$ cat config.mk
export PLATFORM = sky130hd
export DESIGN_NAME = frame_gate
export DESIGN_NICKNAME = d
export VERILOG_FILES = /design/src/rtl/fg_pkg.sv /design/src/rtl/fg_regfile.sv /design/src/rtl/fg_skid.sv /design/src/rtl/fg_ctrl.sv /design/src/rtl/frame_gate.sv
export SDC_FILE = /design/constraint.sdc
export NUM_CORES = 1
export LEC_CHECK = 0
export ABC_AREA = 1
export ABC_CLOCK_PERIOD_IN_PS = 2400
export BUFFER_PORTS_ARGS = -buffer_cell sky130_fd_sc_hd__buf_2
export CORE_ASPECT_RATIO = 0.8
export CORE_UTILIZATION = 47
export CTS_CLUSTER_DIAMETER = 80
export DETAILED_ROUTE_END_ITERATION = 12
export GPL_TIMING_DRIVEN = 0
export PLACE_DENSITY = 0.8
export SYNTH_ARGS = -nofsm -noshare
export SYNTH_HDL_FRONTEND = slang
export SYNTH_HIERARCHICAL = 1
export SYNTH_SLANG_ARGS = --single-unit
$ cat constraint.sdc
create_clock -name clk -period 2.4 [get_ports clk]
set_clock_uncertainty 0.2 [all_clocks]
set_input_delay 0.48 -clock clk [delete_from_list [all_inputs] [get_ports clk]]
set_output_delay 0.48 -clock clk [all_outputs]
set_load 0.01 [all_outputs]
$ cat src/rtl/fg_pkg.sv
package fg_pkg;
  localparam int BUS_W     = 32;
  localparam int TYPE_W    = 4;
  localparam logic [TYPE_W-1:0] IMG_TYPE = 4'h0;
  localparam int RUN_ADDR  = 0;
  localparam int STAT_ADDR = 1;
  localparam int CTRL_BASE = 2;

  typedef enum logic [1:0] {
    ST_HDR   = 2'd0,
    ST_PASS  = 2'd1,
    ST_WAIT  = 2'd2,
    ST_FRAME = 2'd3
  } fg_state_e;
endpackage

$ cat src/rtl/fg_regfile.sv
module fg_regfile
  import fg_pkg::*;
#(
  parameter int ADDR_W    = 3,
  parameter int CTRL_W    = 16,
  parameter int NUM_CTRL  = 2,
  parameter int CLR_DELAY = 4
) (
  input  logic                       clk,
  input  logic                       rst_n,
  input  logic                       csr_wr,
  input  logic [ADDR_W-1:0]          csr_addr,
  input  logic [BUS_W-1:0]           csr_wdata,
  output logic [BUS_W-1:0]           csr_rdata,
  input  logic                       status,
  output logic                       run,
  output logic                       init_done,
  output logic [NUM_CTRL*CTRL_W-1:0] pend
);
  localparam int CNT_W = $clog2(CLR_DELAY + 1);

  logic [CNT_W-1:0]  cnt_q, cnt_d;
  logic              done_q, done_d;
  logic              run_q, run_d;
  logic [CTRL_W-1:0] ctrl_q [NUM_CTRL];
  logic              unused_wbits;

  assign unused_wbits = ^csr_wdata;

  // start-up counter: the run bit is forced clear until it expires
  always_comb begin
    cnt_d  = cnt_q;
    done_d = done_q;
    if (!done_q) begin
      if (cnt_q == CNT_W'(CLR_DELAY - 1)) done_d = 1'b1;
      else                                 cnt_d  = cnt_q + CNT_W'(1);
    end
  end

  always_ff @(posedge clk or negedge rst_n) begin
    if (!rst_n) begin
      cnt_q  <= '0;
      done_q <= 1'b0;
    end else begin
      cnt_q  <= cnt_d;
      done_q <= done_d;
    end
  end

  // run bit has no reset of its own; the block clears it after reset
  always_comb begin
    run_d = run_q;
    if (!done_q)
      run_d = 1'b0;
    else if (csr_wr && (csr_addr == ADDR_W'(RUN_ADDR)))
      run_d = csr_wdata[0];
  end

  always_ff @(posedge clk) begin
    run_q <= run_d;
  end

  always_ff @(posedge clk or negedge rst_n) begin
    if (!rst_n) begin
      for (int i = 0; i < NUM_CTRL; i++) ctrl_q[i] <= '0;
    end else begin
      for (int i = 0; i < NUM_CTRL; i++)
        if (csr_wr && (csr_addr == ADDR_W'(CTRL_BASE + i)))
          ctrl_q[i] <= csr_wdata[CTRL_W-1:0];
    end
  end

  generate
    for (genvar g = 0; g < NUM_CTRL; g++) begin : g_pend
      assign pend[g*CTRL_W +: CTRL_W] = ctrl_q[g];
    end
  endgenerate

  assign run       = run_q & done_q;
  assign init_done = done_q;

  always_comb begin
    csr_rdata = '0;
    if (csr_addr == ADDR_W'(RUN_ADDR))
      csr_rdata[0] = run;
    else if (csr_addr == ADDR_W'(STAT_ADDR))
      csr_rdata[0] = status;
    else begin
      for (int i = 0; i < NUM_CTRL; i++)
        if (csr_addr == ADDR_W'(CTRL_BASE + i))
          csr_rdata[CTRL_W-1:0] = ctrl_q[i];
    end
  end
endmodule

$ cat src/rtl/fg_skid.sv
module fg_skid #(
  parameter int W     = 26,
  parameter int DEPTH = 2
) (
  input  logic                         clk,
  input  logic                         rst_n,
  input  logic                         in_valid,
  input  logic [W-1:0]                 in_word,
  output logic                         in_ready,
  input  logic                         pop,
  output logic                         head_valid,
  output logic [W-1:0]                 head_word,
  output logic [$clog2(DEPTH+1)-1:0]   fill
);
  localparam int PTR_W = (DEPTH > 1) ? $clog2(DEPTH) : 1;
  localparam int CNT_W = $clog2(DEPTH + 1);

  logic [W-1:0]     mem [DEPTH];
  logic [PTR_W-1:0] wp_q, wp_d, rp_q, rp_d;
  logic [CNT_W-1:0] cnt_q, cnt_d;
  logic             push, do_pop;

  assign in_ready   = (cnt_q != CNT_W'(DEPTH));
  assign head_valid = (cnt_q != '0);
  assign push       = in_valid && in_ready;
  assign do_pop     = pop && head_valid;

  always_comb begin
    wp_d  = wp_q;
    rp_d  = rp_q;
    cnt_d = cnt_q;
    if (push)   wp_d = (wp_q == PTR_W'(DEPTH - 1)) ? '0 : wp_q + PTR_W'(1);
    if (do_pop) rp_d = (rp_q == PTR_W'(DEPTH - 1)) ? '0 : rp_q + PTR_W'(1);
    case ({push, do_pop})
      2'b10:   cnt_d = cnt_q + CNT_W'(1);
      2'b01:   cnt_d = cnt_q - CNT_W'(1);
      default: cnt_d = cnt_q;
    endcase
  end

  always_ff @(posedge clk or negedge rst_n) begin
    if (!rst_n) begin
      wp_q  <= '0;
      rp_q  <= '0;
      cnt_q <= '0;
    end else begin
      wp_q  <= wp_d;
      rp_q  <= rp_d;
      cnt_q <= cnt_d;
    end
  end

  always_ff @(posedge clk) begin
    if (push) mem[wp_q] <= in_word;
  end

  assign head_word = mem[rp_q];
  assign fill      = cnt_q;
endmodule

$ cat src/rtl/fg_ctrl.sv
module fg_ctrl
  import fg_pkg::*;
#(
  parameter int DATA_W = 24,
  parameter int SHW    = 32
) (
  input  logic              clk,
  input  logic              rst_n,
  input  logic              head_valid,
  input  logic              head_sop,
  input  logic              head_eop,
  input  logic [DATA_W-1:0] head_data,
  input  logic              out_ready,
  input  logic              run,
  input  logic [SHW-1:0]    pend,
  output logic              pop,
  output logic              out_valid,
  output logic              status,
  output logic [SHW-1:0]    shadow,
  output fg_state_e         state
);
  fg_state_e      st_q, st_d;
  logic           stat_q, stat_d;
  logic [SHW-1:0] sh_q;
  logic           img_hdr, xfer, load;

  assign img_hdr = head_valid && head_sop && (head_data[TYPE_W-1:0] == IMG_TYPE);

  always_comb begin
    out_valid = 1'b0;
    case (st_q)
      ST_HDR:   out_valid = head_valid && !img_hdr;
      ST_PASS:  out_valid = head_valid;
      ST_FRAME: out_valid = head_valid;
      default:  out_valid = 1'b0;
    endcase
  end

  assign xfer = out_valid && out_ready;
  assign pop  = xfer;
  assign load = (st_q == ST_WAIT) && run;

  always_comb begin
    st_d = st_q;
    case (st_q)
      ST_HDR: begin
        if (img_hdr)                            st_d = ST_WAIT;
        else if (xfer && head_sop && !head_eop) st_d = ST_PASS;
      end
      ST_PASS:  if (xfer && head_eop) st_d = ST_HDR;
      ST_WAIT:  if (run)              st_d = ST_FRAME;
      ST_FRAME: if (xfer && head_eop) st_d = ST_HDR;
      default:  st_d = ST_HDR;
    endcase
    stat_d = (st_d == ST_FRAME);
  end

  always_ff @(posedge clk or negedge rst_n) begin
    if (!rst_n) begin
      st_q   <= ST_HDR;
      stat_q <= 1'b0;
      sh_q   <= '0;
    end else begin
      st_q   <= st_d;
      stat_q <= stat_d;
      if (load) sh_q <= pend;
    end
  end

  assign status = stat_q;
  assign shadow = sh_q;
  assign state  = st_q;
endmodule

$ cat src/rtl/frame_gate.sv
module frame_gate
  import fg_pkg::*;
#(
  parameter int DATA_W     = 24,
  parameter int CTRL_W     = 16,
  parameter int NUM_CTRL   = 2,
  parameter int ADDR_W     = 3,
  parameter int SKID_DEPTH = 2,
  parameter int CLR_DELAY  = 4
) (
  input  logic                       clk,
  input  logic                       rst_n,
  input  logic                       csr_wr,
  input  logic [ADDR_W-1:0]          csr_addr,
  input  logic [31:0]                csr_wdata,
  output logic [31:0]                csr_rdata,
  input  logic                       in_valid,
  output logic                       in_ready,
  input  logic [DATA_W-1:0]          in_data,
  input  logic                       in_sop,
  input  logic                       in_eop,
  output logic                       out_valid,
  input  logic                       out_ready,
  output logic [DATA_W-1:0]          out_data,
  output logic                       out_sop,
  output logic                       out_eop,
  output logic [NUM_CTRL*CTRL_W-1:0] active_ctrl
);
  localparam int SHW    = NUM_CTRL * CTRL_W;
  localparam int WORD_W = DATA_W + 2;
  localparam int FILL_W = $clog2(SKID_DEPTH + 1);

  logic [1:0]        rs_q;
  logic              core_rst_n;
  logic              run_eff, init_done, status, pop, head_valid;
  logic [SHW-1:0]    pend;
  logic [WORD_W-1:0] head_word;
  logic [FILL_W-1:0] fill;
  fg_state_e         ctrl_state;

  // asynchronous assert, synchronous release
  always_ff @(posedge clk or negedge rst_n) begin
    if (!rst_n) rs_q <= 2'b00;
    else        rs_q <= {rs_q[0], 1'b1};
  end
  assign core_rst_n = rs_q[1];

  fg_regfile #(
    .ADDR_W(ADDR_W), .CTRL_W(CTRL_W), .NUM_CTRL(NUM_CTRL), .CLR_DELAY(CLR_DELAY)
  ) u_regs (
    .clk(clk), .rst_n(core_rst_n), .csr_wr(csr_wr), .csr_addr(csr_addr),
    .csr_wdata(csr_wdata), .csr_rdata(csr_rdata), .status(status),
    .run(run_eff), .init_done(init_done), .pend(pend)
  );

  fg_skid #(.W(WORD_W), .DEPTH(SKID_DEPTH)) u_skid (
    .clk(clk), .rst_n(core_rst_n), .in_valid(in_valid),
    .in_word({in_sop, in_eop, in_data}), .in_ready(in_ready), .pop(pop),
    .head_valid(head_valid), .head_word(head_word), .fill(fill)
  );

  fg_ctrl #(.DATA_W(DATA_W), .SHW(SHW)) u_ctrl (
    .clk(clk), .rst_n(core_rst_n), .head_valid(head_valid),
    .head_sop(head_word[WORD_W-1]), .head_eop(head_word[WORD_W-2]),
    .head_data(head_word[DATA_W-1:0]), .out_ready(out_ready), .run(run_eff),
    .pend(pend), .pop(pop), .out_valid(out_valid), .status(status),
    .shadow(active_ctrl), .state(ctrl_state)
  );

  assign out_sop  = head_word[WORD_W-1];
  assign out_eop  = head_word[WORD_W-2];
  assign out_data = head_word[DATA_W-1:0];
endmodule

# ---- Yosys cells after proc, flatten, opt, wreduce, memory -nomap -nowiden
# Memories as Yosys holds them, arrays and structs flattened.
# Cells that the tools add are included.
dict set report totals {
  out_inout_bits 92
  ram_bits 52
  elab_cells 73
  reg_bits 78
  mem_count 1
}
dict set report op_classes {
  reduce_logical 22
  mux 19
  eq_ne 11
  n_addsub 5
  n_bitwise 3
}
# name words width read_ports rd_clocked_by_memory_dff wr line_no
set mem_list {}
lappend mem_list {u_skid.mem 2 26 1 0 1 fg_skid.sv:18} ;# logic [W-1:0] mem [DEPTH];
# cell count
set op_table {}
lappend op_table {{$mux 16} 2}
lappend op_table {{$mux 15} 2}
lappend op_table {{$logic_and 1x1->1} 13}
lappend op_table {{$eq 3x2->1 const B} 3}
lappend op_table {{$eq 2x2->1 const B} 4}
lappend op_table {{$mux 1} 8}
lappend op_table {{$mux 2} 4}
lappend op_table {{$pmux 2 s3} 1}
lappend op_table {{$eq 2x1->1 const B} 2}
lappend op_table {{$logic_not 4->1} 1}
lappend op_table {{$pmux 2 s2} 1}
lappend op_table {{$reduce_bool 2->1} 2}
lappend op_table {{$add 3x1->3 const B} 1}
lappend op_table {{$eq 3x1->1 const B} 1}
lappend op_table {{$logic_not 3->1} 1}
lappend op_table {{$add 1x1->1 const B} 2}
lappend op_table {{$add 2x1->2 const B} 1}
lappend op_table {{$logic_not 1->1} 2}
lappend op_table {{$logic_not 2->1} 1}
lappend op_table {{$ne 2x2->1 const B} 1}
lappend op_table {{$not 1->1} 2}
lappend op_table {{$pmux 1 s2} 1}
lappend op_table {{$reduce_and 2->1} 1}
lappend op_table {{$reduce_or 2->1} 1}
lappend op_table {{2 further kinds} 2}

# ---- Logic depth before layout (Yosys ltp)
# Gate-level depths: netlist of run 1.
dict set report logic_depth {
  depth_word 13
  depth_mapped 17
}

# ---- By module
# The synthesis of run 1 kept the hierarchy.
# mod area_per_inst_um2 cells_per_inst n_inst seq_area_each_um2
set by_module_without_submodules {}
lappend by_module_without_submodules {fg_skid 2150.8 165 1 1661.6}
lappend by_module_without_submodules {fg_regfile 1869.3 223 1 920.9}
lappend by_module_without_submodules {fg_ctrl 1507.7 96 1 875.8}
lappend by_module_without_submodules {frame_gate 53.8 3 1 50.0}

# ---- Worst setup path before layout of run 1
# No wires, ideal clock.
dict set report synth_path {
  path_kind {flip-flop to flip-flop}
  start {register u_skid.cnt_q[0], in the netlist u_skid/fill[0]}
  end {memory u_skid.mem[0][0], enable pin}
  required_time_ps 1791
  slack_ps 89
  setup_ps 409
  n_path_buf 0
  period_less_slack_ps 2311
  arrival_ps 1702
  path_stages_with_launch 5
  path_cell_list {dfrtp_1 > inv_2 > nand2_4 > nand2_4 > nor2_1}
}
dict set report synth_between {
  elab_chain_len 4
}
# item line_no
set synth_lines {}
lappend synth_lines {{start, declared} fg_skid.sv:20} ;# logic [CNT_W-1:0] cnt_q, cnt_d;
lappend synth_lines {{start signal, assigned} fg_skid.sv:49} ;# cnt_q <= cnt_d;
lappend synth_lines {{$ne 2x2->1} fg_skid.sv:23} ;# assign in_ready = (cnt_q != CNT_W'(DEPTH));
lappend synth_lines {{named net in_ready} frame_gate.sv:18} ;# output logic in_ready,
lappend synth_lines {{$logic_and 1x1->1} fg_skid.sv:25} ;# assign push = in_valid && in_ready;
lappend synth_lines {{$mux 1} fg_skid.sv:54} ;# if (push) mem[wp_q] <= in_word;
lappend synth_lines {{$mux 1 (implied by the code)} fg_skid.sv:54}
lappend synth_lines {{end, declared} fg_skid.sv:18}
# The timed path passes the listed nets, and every way through them passes these cells.

# ---- Final worst setup path of run 1
dict set report layout_path {
  start {register u_skid.rp_q}
  end {output out_valid}
}
dict set report layout_between {
  elab_chain_len 6
  word_cells_on_any_way 7
}
# item line_no
set layout_lines {}
lappend layout_lines {{start, declared} fg_skid.sv:19} ;# logic [PTR_W-1:0] wp_q, wp_d, rp_q, rp_d;
lappend layout_lines {{start signal, assigned} fg_skid.sv:48} ;# rp_q <= rp_d;
lappend layout_lines {{$mem_v2 2x26 *} --}
lappend layout_lines {{$logic_not 4->1 or $logic_and 1x1->1 (tied branches)} fg_ctrl.sv:27} ;# assign img_hdr = head_valid && head_sop && (head_data[TYPE_W-1:0] == IMG_TYPE);
lappend layout_lines {{$logic_and 1x1->1 *} fg_ctrl.sv:27}
lappend layout_lines {{$logic_not 1->1 *} fg_ctrl.sv:32} ;# ST_HDR: out_valid = head_valid && !img_hdr;
lappend layout_lines {{$logic_and 1x1->1 *} fg_ctrl.sv:32}
lappend layout_lines {{$pmux 1 s2 *} fg_ctrl.sv:31} ;# case (st_q)
lappend layout_lines {{end, declared} frame_gate.sv:22} ;# output logic out_valid,
# Mark *: on every way between the ends. The rest lies on a longest branch, timed or not.

==> out/metrics.yaml, run 1 <==
avgSynthCellArea_um2: 11.46
drt_iter0_markers: 359
tightestPinTransition_ns: 0.9442
synth.distinct_cells: 30
ctsHtreeMaxLevel: 4
placedInstanceArea_um2: 6470
ys.flop_type: "dfrtp_1"
hold_violations: 0
met2_usage_pct: 34.57
crit_buf_inv: 4
crit_path_max_fanout: 9
critical_path.startpoint: "u_skid/rp_q"
vdd_drop_max_v: 0.0006088
dp_hpwl_um: 8627
die_h_um: 99.47
synth_seq_area_share_pct: 62.86
setup_violations: 0
grt_busiest_layer: "met2"
core.rowCount: 35
start_util_pct: 48.28
antenna_found_initial: 1
via_per_inst: 4.787
grt_max_degree: 76
rsz0062_at_grt: "yes"
min_period_over_period_pct: 99.81
crit_required_ns: 1.72
p_leak_nw: 3.623
grt-ovfl-total: 0
yosys_warnings: 6
slowest_delay_ns: 0.34
numCtsBuffers: 17
use_met3_pct: 5.505
gp_congestion: 0.7984
dp_worst_setup_slack_ns: 0.004989
ctsLongestPathBuffers: 2
report.final.slew_viol_count: 0
min-delay-start: "in_eop"
cts_tree: "built"
worst_slack_ns: 0.004507
num-fill-cells: 878
power.density_nw_per_um2: 1241
min_period_ns: 2.395
clock.fmax_mhz: 417.5
pin_count: 158
ant_nets: 0
hold_path.class: "primary input to flop"
insertion_delay_ns: 0.40
syn-instance-count: 487
dieArea_um2: 12320
firstDrtPassIters: 4
final_cell_mix: "179 x nand2_1, 124 x buf_2, 76 x dfrtp_1"
async_reset_ff_share_pct: 59.23
relSlewSlack_pct: 37.05
crit_arrival_ns: 1.72
die_w_um: 123.8
grt_pass1_vias: 4025
drive_gt1_share_pct: 38.23
grt_pass1_wl_um: 19680
cts_root_buffer: "clkbuf_16"
grt_use_total_pct: 21.30
drcViolationCount: 0
num-nets-final: 723
synth-edff-count: 52
routedWlPerCell_um: 15.02
vias: 3906
maxCapViolations: 0
final_area_um2: 7212
crit_chain: "buf_6 > inv_8 > buf_8 > nand2_1 > nand2_2 > nor2_4 > nand3_2 > nand3_2 > nand2_2 > buf_6"
cp-start-kind: "flop"
portBuffers: 125
p_total_mw: 8.953
endpoint_kind: "output port"
use_met1_pct: 26.81
routed_wirelength_um: 12260
area_growth_pct: 29.21
layout_commonest_cell: "nand2_1"
ys_seq_elements: 130
reg2reg_from: "u_skid/rp_q"
synthesis.area_um2: 5582
cp_slowest_cell: "dfrtp_1"
critPathKind: "flop to output port"
status: "completed"
crit_family: "simple AND/OR/NAND/NOR gates"
cts.sinks: 130
core_area_um2: 11560
clk_pin_slew_worst_paths_ns: 0.06
-- what timing repair did --
| action | in CTS | in global routing |
|---|---|---|
| hold buffers | 1 | 0 |
| hold endpoints to repair | 2 | 0 |
| pin swaps | 4 | 2 |
| buffers inserted | 4 | 2 |
| endpoints found under the setup margin | 2 | 2 |
| gates resized for setup | 10 | 4 |
-- cells in the mapped netlist (2+ instances only) --
library cell	instances	area [um^2]
buf_6	10	112.6
dfrtp_1	77	1927
conb_1	2	7.510
mux2_2	2	22.52
buf_4	20	150.1
nand2_1	183	686.9
inv_1	32	120.1
nand3_4	2	35.03
nand4_1	5	31.28
nand2_4	4	45.04
edfxtp_1	52	1562
o21ai_2	6	52.55
inv_2	2	7.510
nor2_4	4	45.04
ha_1	3	37.54
nor2_1	7	26.28
a31oi_1	2	12.51
mux2_4	30	450.4
o21ai_0	26	130.1
nand3_1	8	40.04
-- per-layer routing --
layer	part of all wire, %	wire length, um
met3	5.6	691
met5	0.14	17
met2	51	6208
met1	42	5088
met4	2.0	250
-- cell type report --
class | instances | area (um^2) | share of cell area [%]
Inverter | 36 | 145.1 | 2.012
Clock inverter | 15 | 207.7 | 2.880
Multi-Input combinational cell | 305 | 1750 | 24.27
Clock buffer | 17 | 425.4 | 5.899
Timing Repair Buffer | 133 | 701.9 | 9.733
Antenna cell | 1 | 2.502 | 0.03470
Buffer | 31 | 281.5 | 3.904
Sequential cell | 130 | 3512 | 48.70
Tap cell | 148 | 185.2 | 2.568
-- path summary, 6_finish.rpt --
| path | endpoint | slack (ns) | cells past startpoint |
|---|---|---|---|
| worst max-delay path | out_valid | 0.005 | 10 |
| worst min-delay path | u_skid/mem[0][24] | 0.06 | 1 |
| worst max register to register | u_skid/fill[1] | 0.08 | 16 |
| worst min register to register | rs_q[1] | 0.15 | 0 |
| max in group asynchronous | u_skid/rp_q | 1.10 | 0 |
| min in group asynchronous | rs_q[1] | 0.18 | 2 |
-- flip-flops by register name (all words and copies together), names as in the netlist, 2 cells and up --
name	count
rs_q	2
u_ctrl/shadow	32
u_regs/cnt_q	3
u_skid/fill	2
u_regs/pend	32
u_ctrl/state	2
u_skid/mem	52
-- report_power, final --
group          switching, mW  leakage (nW)  internal [mW]
sequential             0.356          1.43           2.98
clock                  0.975         0.303           1.75
combinational           1.52          1.89           1.36
-- logic make-up (layout without fill, tap and decap cells) --
| logic type | count (synthesis) | after routing | share of synthesized area [%] |
|---|---|---|---|
| adders and majority gates | 3 | 3 | 0.6726 |
| buffers and inverters | 67 | 232 | 7.330 |
| other | 2 | 18 | 0.1345 |
| DFF | 130 | 130 | 62.86 |
| and+or+nand+nor | 215 | 215 | 16.50 |
| AOI/OAI and AO/OA | 36 | 36 | 3.721 |
| muxes | 32 | 32 | 8.473 |
| xor gates and xnor gates | 2 | 2 | 0.3139 |
-- worst register-to-register path: cells and delay by family, from the launching register on --
kind            cells  cell delay (ns)
compound gates      1             0.24
buf+inv             5             0.50
flops               1             0.37
simple gates        9             0.67
fa+ha+maj           1             0.24
-- through the flow --
step / util (%) / hold WS, ns / instances / TNS [ns]
6_report: 62.38 / 0.06171 / 816 / 0
5_1_grt: 62.36 / 0.04746 / 815 / -0.09588
4_1_cts: 62.10 / 0.04878 / 813 / 0
3_5_place_dp: 55.96 / 0.07026 / 776 / 0
3_3_place_gp: 55.79 / 0.06829 / 775 / -13.83
2_1_floorplan: - / -0.01559 / 502 / 0
Power figures use the tool's default switching activity.
==> run 2: changes to the inputs <==
--- a/config.mk
+++ b/config.mk
@@ -8,12 +8,14 @@
 export ABC_AREA = 1
 export ABC_CLOCK_PERIOD_IN_PS = 2400
 export BUFFER_PORTS_ARGS = -buffer_cell sky130_fd_sc_hd__buf_2
+export CELL_PAD_IN_SITES_DETAIL_PLACEMENT = 0
+export CELL_PAD_IN_SITES_GLOBAL_PLACEMENT = 1
 export CORE_ASPECT_RATIO = 0.8
-export CORE_UTILIZATION = 47
+export CORE_UTILIZATION = 30
 export CTS_CLUSTER_DIAMETER = 80
 export DETAILED_ROUTE_END_ITERATION = 12
 export GPL_TIMING_DRIVEN = 0
-export PLACE_DENSITY = 0.8
+export PLACE_DENSITY = 0.69
 export SYNTH_ARGS = -nofsm -noshare
 export SYNTH_HDL_FRONTEND = slang
 export SYNTH_HIERARCHICAL = 1
==> run 2 against run 1 <==
  * First-iteration DRC count is 51% lower
  * Worst setup slack better by 0.0079 ns
  * Highest routed layer is now met4
  * Largest cell class unchanged
  * Hold slack worse by 0.0024 ns
  * Core utilization is 21 points lower
  * Critical path depth stayed put
  * Die area is 56% higher
  * Global-route usage is 7.0 points lower
  * Register-to-register slack worse by 0.02 ns
  * Critical endpoint unchanged
  * Sequential cell count stayed put
  * Via count is 0.69% higher
==> out/metrics.yaml, run 2 (synthesized netlist as in run 1, its figures left out) <==
reg2regPathDepth: 19
n_antenna_cell: 0
drcViolationCount: 0
fin_tns_setup_ns: 0
crit_chain: "buf_6 > inv_8 > buf_8 > nand2_4 > nand2_2 > nor2_2 > nand3_2 > nand3_2 > nand2_2 > buf_6"
grt_max_degree: 71
ant_nets: 0
cp-start-kind: "flop"
crit_required_ns: 1.72
firstDrtPassIters: 5
routed_wirelength_um: 12990
setup_violations: 0
vdd_drop_max_v: 0.0004980
cts_tree: "built"
instances_no_fill: 909
crit_end: "out_valid"
grt_pass1_wl_um: 20380
r2r_setup_slack_ns: 0.06
die_h_um: 124
vias: 3933
cts_root_buffer: "clkbuf_16"
gp_congestion: 0.7419
regMostFlops: "u_skid/mem"
cts.sinks: 130
hold_violations: 0
numCtsBuffers: 17
min_period_over_period_pct: 99.48
report.final.slew_viol_count: 0
relSlewSlack_pct: 44.10
p_leak_nw: 3.675
pin_count: 158
reg2reg_from: "u_skid/rp_q"
insertion_delay_ns: 0.41
crit_arrival_ns: 1.71
die_w_um: 154.5
endpoint_kind: "output port"
critical_path.startpoint: "u_skid/rp_q"
clk_pin_slew_worst_paths_ns: 0.06
rsz0062_at_grt: "yes"
dp.cells: 859
grt_use_total_pct: 14.28
slowest_delay_ns: 0.34
routedWlPerCell_um: 14.28
tightestPinTransition_ns: 0.8365
ctsLongestPathBuffers: 2
num-nets-final: 736
ctsHtreeMaxLevel: 4
maxCapViolations: 0
critPathKind: "flop to output port"
core_area_um2: 18170
dieArea_um2: 19160
crit-reg2reg-capture: "u_ctrl/status"
crit_path_max_fanout: 6
start_util_pct: 30.72
power.density_nw_per_um2: 1207
min_period_ns: 2.388
portBuffers: 125
area_growth_pct: 33.58
p_total_mw: 9.002
core.rowCount: 44
drt_iter0_markers: 177
grt-ovfl-total: 0
final_cell_mix: "171 x nand2_1, 123 x buf_2, 76 x dfrtp_1"
finalCoreUtilization_pct: 41.04
largest_register_ffs: 52
layout_commonest_cell: "nand2_1"
antenna_found_initial: 0
grt_pass1_vias: 3877
hold_path.class: "primary input to flop"
cp_slowest_cell: "dfrtp_1"
drive_gt1_share_pct: 40.50
status: "completed"
via_per_inst: 4.327
dp_hpwl_um: 9277
clock.fmax_mhz: 418.8
run 2: layout make-up:
type / count / area [um^2]
fill: 1731 / 10710
sequential: 130 / 3512
multi-input combinational: 305 / 1787
timing repair buffer: 146 / 839.6
clock buffer: 20 / 436.7
tap: 230 / 287.8
buffer: 31 / 285.3
clock inverter: 11 / 162.7
inverter: 36 / 145.1
run 2: how the worst min path moves through the flow:
stage                start                end  slack, ns  cells after the start
3_3_place_gp         rst_n            rs_q[0]       0.07                      1
2_1_floorplan        rst_n            rs_q[0]      -0.02                      0
6_report        in_data[1]   u_skid/mem[0][1]       0.06                      1
5_1_grt         in_data[1]   u_skid/mem[0][1]       0.03                      1
3_5_place_dp       rs_q[1]    u_regs/cnt_q[0]      -0.07                      0
4_1_cts        in_data[12]  u_skid/mem[1][12]       0.03                      1
run 2: power by group:
part           switching (mW)  total [mW]  leakage [nW]  internal, mW
Clock                   0.890        2.61         0.277          1.72
Sequential              0.332        3.32          1.43          2.98
Combinational            1.60        3.08          1.97          1.48
Total                    2.82        9.00          3.67          6.18
run 2: metrics by stage:
stage	hold WS [ns]	worst slack, ns	cell area (um^2)
finish	0.05932	0.01238	7456
detailed placement	-0.06802	-0.01013	6600
floorplan	-0.01559	0.08925	5639
global route	0.03498	-0.08728	7456
CTS	0.03429	-0.02856	7386
global placement	0.06632	-0.5817	6553
run 2: what timing repair did:
item / CTS / global route
pin swaps: 7 / 6
gates resized for setup: 12 / 21
setup buffers: 17 / 0
hold endpoints to repair: 7 / 0
hold buffers: 2 / 0
setup endpoints to repair: 2 / 5
run 2: worst max-delay path, delay by kind of cell, from the launching register on:
family,cells,cell delay [ns]
simple gates,6,0.50
buf+inv,4,0.46
flops,1,0.34
run 2: metal layers:
| metal | track usage, % | vias to the layer above | part of all wire [%] |
|---|---|---|---|
| li1 | - | 1926 | - |
| met1 | 18.77 | 1877 | 45 |
| met2 | 22.29 | 117 | 48 |
| met3 | 4.071 | 13 | 4.9 |
| met4 | 5.755 | 0 | 1.3 |
| met5 | 0 | - | 0 |
==> run 3: changes to the inputs <==
--- a/config.mk
+++ b/config.mk
@@ -8,14 +8,12 @@
 export ABC_AREA = 1
 export ABC_CLOCK_PERIOD_IN_PS = 2400
 export BUFFER_PORTS_ARGS = -buffer_cell sky130_fd_sc_hd__buf_2
-export CELL_PAD_IN_SITES_DETAIL_PLACEMENT = 0
-export CELL_PAD_IN_SITES_GLOBAL_PLACEMENT = 1
 export CORE_ASPECT_RATIO = 0.8
 export CORE_UTILIZATION = 30
 export CTS_CLUSTER_DIAMETER = 80
 export DETAILED_ROUTE_END_ITERATION = 12
 export GPL_TIMING_DRIVEN = 0
-export PLACE_DENSITY = 0.69
+export PLACE_DENSITY = 0.58
 export SYNTH_ARGS = -nofsm -noshare
 export SYNTH_HDL_FRONTEND = slang
 export SYNTH_HIERARCHICAL = 1
==> run 3 against run 2 <==
  * Sequential cell count unchanged
  * Final area up 0.67%
  * Hold slack worse by 0.0081 ns
  * Non-clock buffer count up 6
  * Total power up 0.52%
  * Critical endpoint unchanged
  * Largest cell class unchanged
  * Largest power group unchanged
==> out/metrics.yaml, run 3 (synthesized netlist as in run 1, its figures left out) <==
cts_tree: "built"
routedWlPerCell_um: 14.12
start_util_pct: 30.72
layout_commonest_cell: "nand2_1"
crit-reg2reg-capture: "u_ctrl/status"
pin_count: 158
ctsHtreeMaxLevel: 4
cts_root_buffer: "clkbuf_16"
dieArea_um2: 19160
drt_iter0_markers: 221
die_h_um: 124
routed_wirelength_um: 12940
relSlewSlack_pct: 43.78
power.density_nw_per_um2: 1206
portBuffers: 125
grt_use_total_pct: 13.95
status: "completed"
final_cell_mix: "170 x nand2_1, 124 x buf_2, 76 x dfrtp_1"
area_growth_pct: 34.48
maxCapViolations: 0
via_per_inst: 4.254
gp_congestion: 0.7345
drcViolationCount: 0
reg2reg_from: "u_skid/rp_q"
critPathKind: "flop to output port"
drive_gt1_share_pct: 40.96
min-delay-start: "in_data[9]"
grt-ovfl-total: 0
hold_ws_ns: 0.05124
crit_arrival_ns: 1.71
grt_pass1_vias: 3621
min_period_over_period_pct: 99.47
die_w_um: 154.5
antenna_found_initial: 0
clock.fmax_mhz: 418.9
core.rowCount: 44
numCtsBuffers: 17
endpoint_kind: "output port"
report.final.slew_viol_count: 0
regArea_um2: 3512
p_total_mw: 9.049
ant_nets: 0
vdd_drop_max_v: 0.0005036
num-fill-cells: 1755
hold_depth: 1
hold_path.class: "primary input to flop"
grt_max_degree: 68
hold_violations: 0
setup_violations: 0
crit_required_ns: 1.72
regMostFlops: "u_skid/mem"
n_antenna_cell: 0
cp-start-kind: "flop"
tightestPinTransition_ns: 0.8414
insertion_delay_ns: 0.42
r2r_setup_slack_ns: 0.04
dp_hpwl_um: 8869
hold_end: "u_skid/mem[1][9]"
p_leak_nw: 3.713
min_period_ns: 2.387
vias: 3897
reg2regPathDepth: 19
rsz0062_at_grt: "yes"
core_area_um2: 18170
num-nets-final: 742
crit_path_max_fanout: 8
largest_register_ffs: 52
multi_input_area_um2: 1817
cts.sinks: 130
grt_pass1_wl_um: 19800
firstDrtPassIters: 4
clk_pin_slew_worst_paths_ns: 0.05
ctsLongestPathBuffers: 2
run 3: cell types whose count changed in the layout (fill, tap and decap cells not counted), sizes merged:
cell / previous run / this run
buf: 174 / 180
clkinv: 3 / 7
bufinv: 4 / 3
clkbuf: 21 / 20
clkinvlp: 4 / 3
run 3: critical path, cell delays in order, from the launching register on:
cell,delay (ns)
dfrtp_1,0.33
buf_6,0.16
inv_8,0.05
buf_8,0.14
nand2_4,0.06
nand2_4,0.04
nor2_2,0.11
nand3_2,0.10
nand3_2,0.08
nand2_2,0.07
buf_6,0.13
run 3: where the power goes:
part	switching, mW	internal [mW]	leakage, nW	total, mW
clock network	0.915	1.61	0.273	2.52
registers	0.320	2.98	1.43	3.30
logic	1.66	1.56	2.01	3.22
run 3: how the worst max path moves through the flow:
| stage | startpoint | end | slack (ns) |
|---|---|---|---|
| after floorplan | u_skid/fill[0] | u_skid/mem[0][0] | 0.09 |
| after global routing | u_skid/rp_q | out_valid | -0.08 |
| after global placement | in_valid | u_skid/mem[0][23] | -0.64 |
| after detailed placement | u_skid/rp_q | u_skid/fill[1] | 0.03 |
| after CTS | u_skid/rp_q | out_valid | -0.04 |
| final | u_skid/rp_q | out_valid | 0.01 |
run 3: per-layer routing:
metal | up-vias | wire [um] | global-route usage [%] | share of wire [%]
met5 | - | 0 | 0 | 0
met4 | 0 | 190 | 5.198 | 1.5
met3 | 17 | 651 | 4.767 | 5.0
met2 | 81 | 6241 | 21.58 | 48
met1 | 1871 | 5852 | 18.13 | 45
li1 | 1928 | - | - | -
run 3: layout make-up:
type	instances	area share, %
plain buffers	31	3.801
inverters	36	1.934
flip-flops and latches	130	46.79
multi-input cells	305	24.20
clock inverters	13	1.900
clock buffers	19	5.768
repair buffers	152	11.77
well taps	230	3.834
run 3: timing repair:
| item | 4_1_cts | 5_1_grt |
|---|---|---|
| hold endpoints to repair | 10 | 0 |
| setup endpoints to repair | 1 | 7 |
| resized for setup | 9 | 26 |
| hold buffers | 2 | 0 |
| pin swaps | 4 | 8 |
| setup buffers | 18 | 6 |
run 3: stage by stage:
stage / utilization (%) / instances / setup TNS (ns) / setup WS, ns / instance area (um^2)
after floorplan: - / 502 / 0 / 0.08925 / 5639
after global placement: 36.07 / 857 / -16.63 / -0.6423 / 6553
after detailed placement: 36.40 / 859 / 0 / 0.02714 / 6613
after CTS: 40.59 / 911 / -0.04919 / -0.04253 / 7375
after global routing: 41.32 / 916 / -0.2747 / -0.08425 / 7506
final: 41.32 / 916 / 0 / 0.01271 / 7506
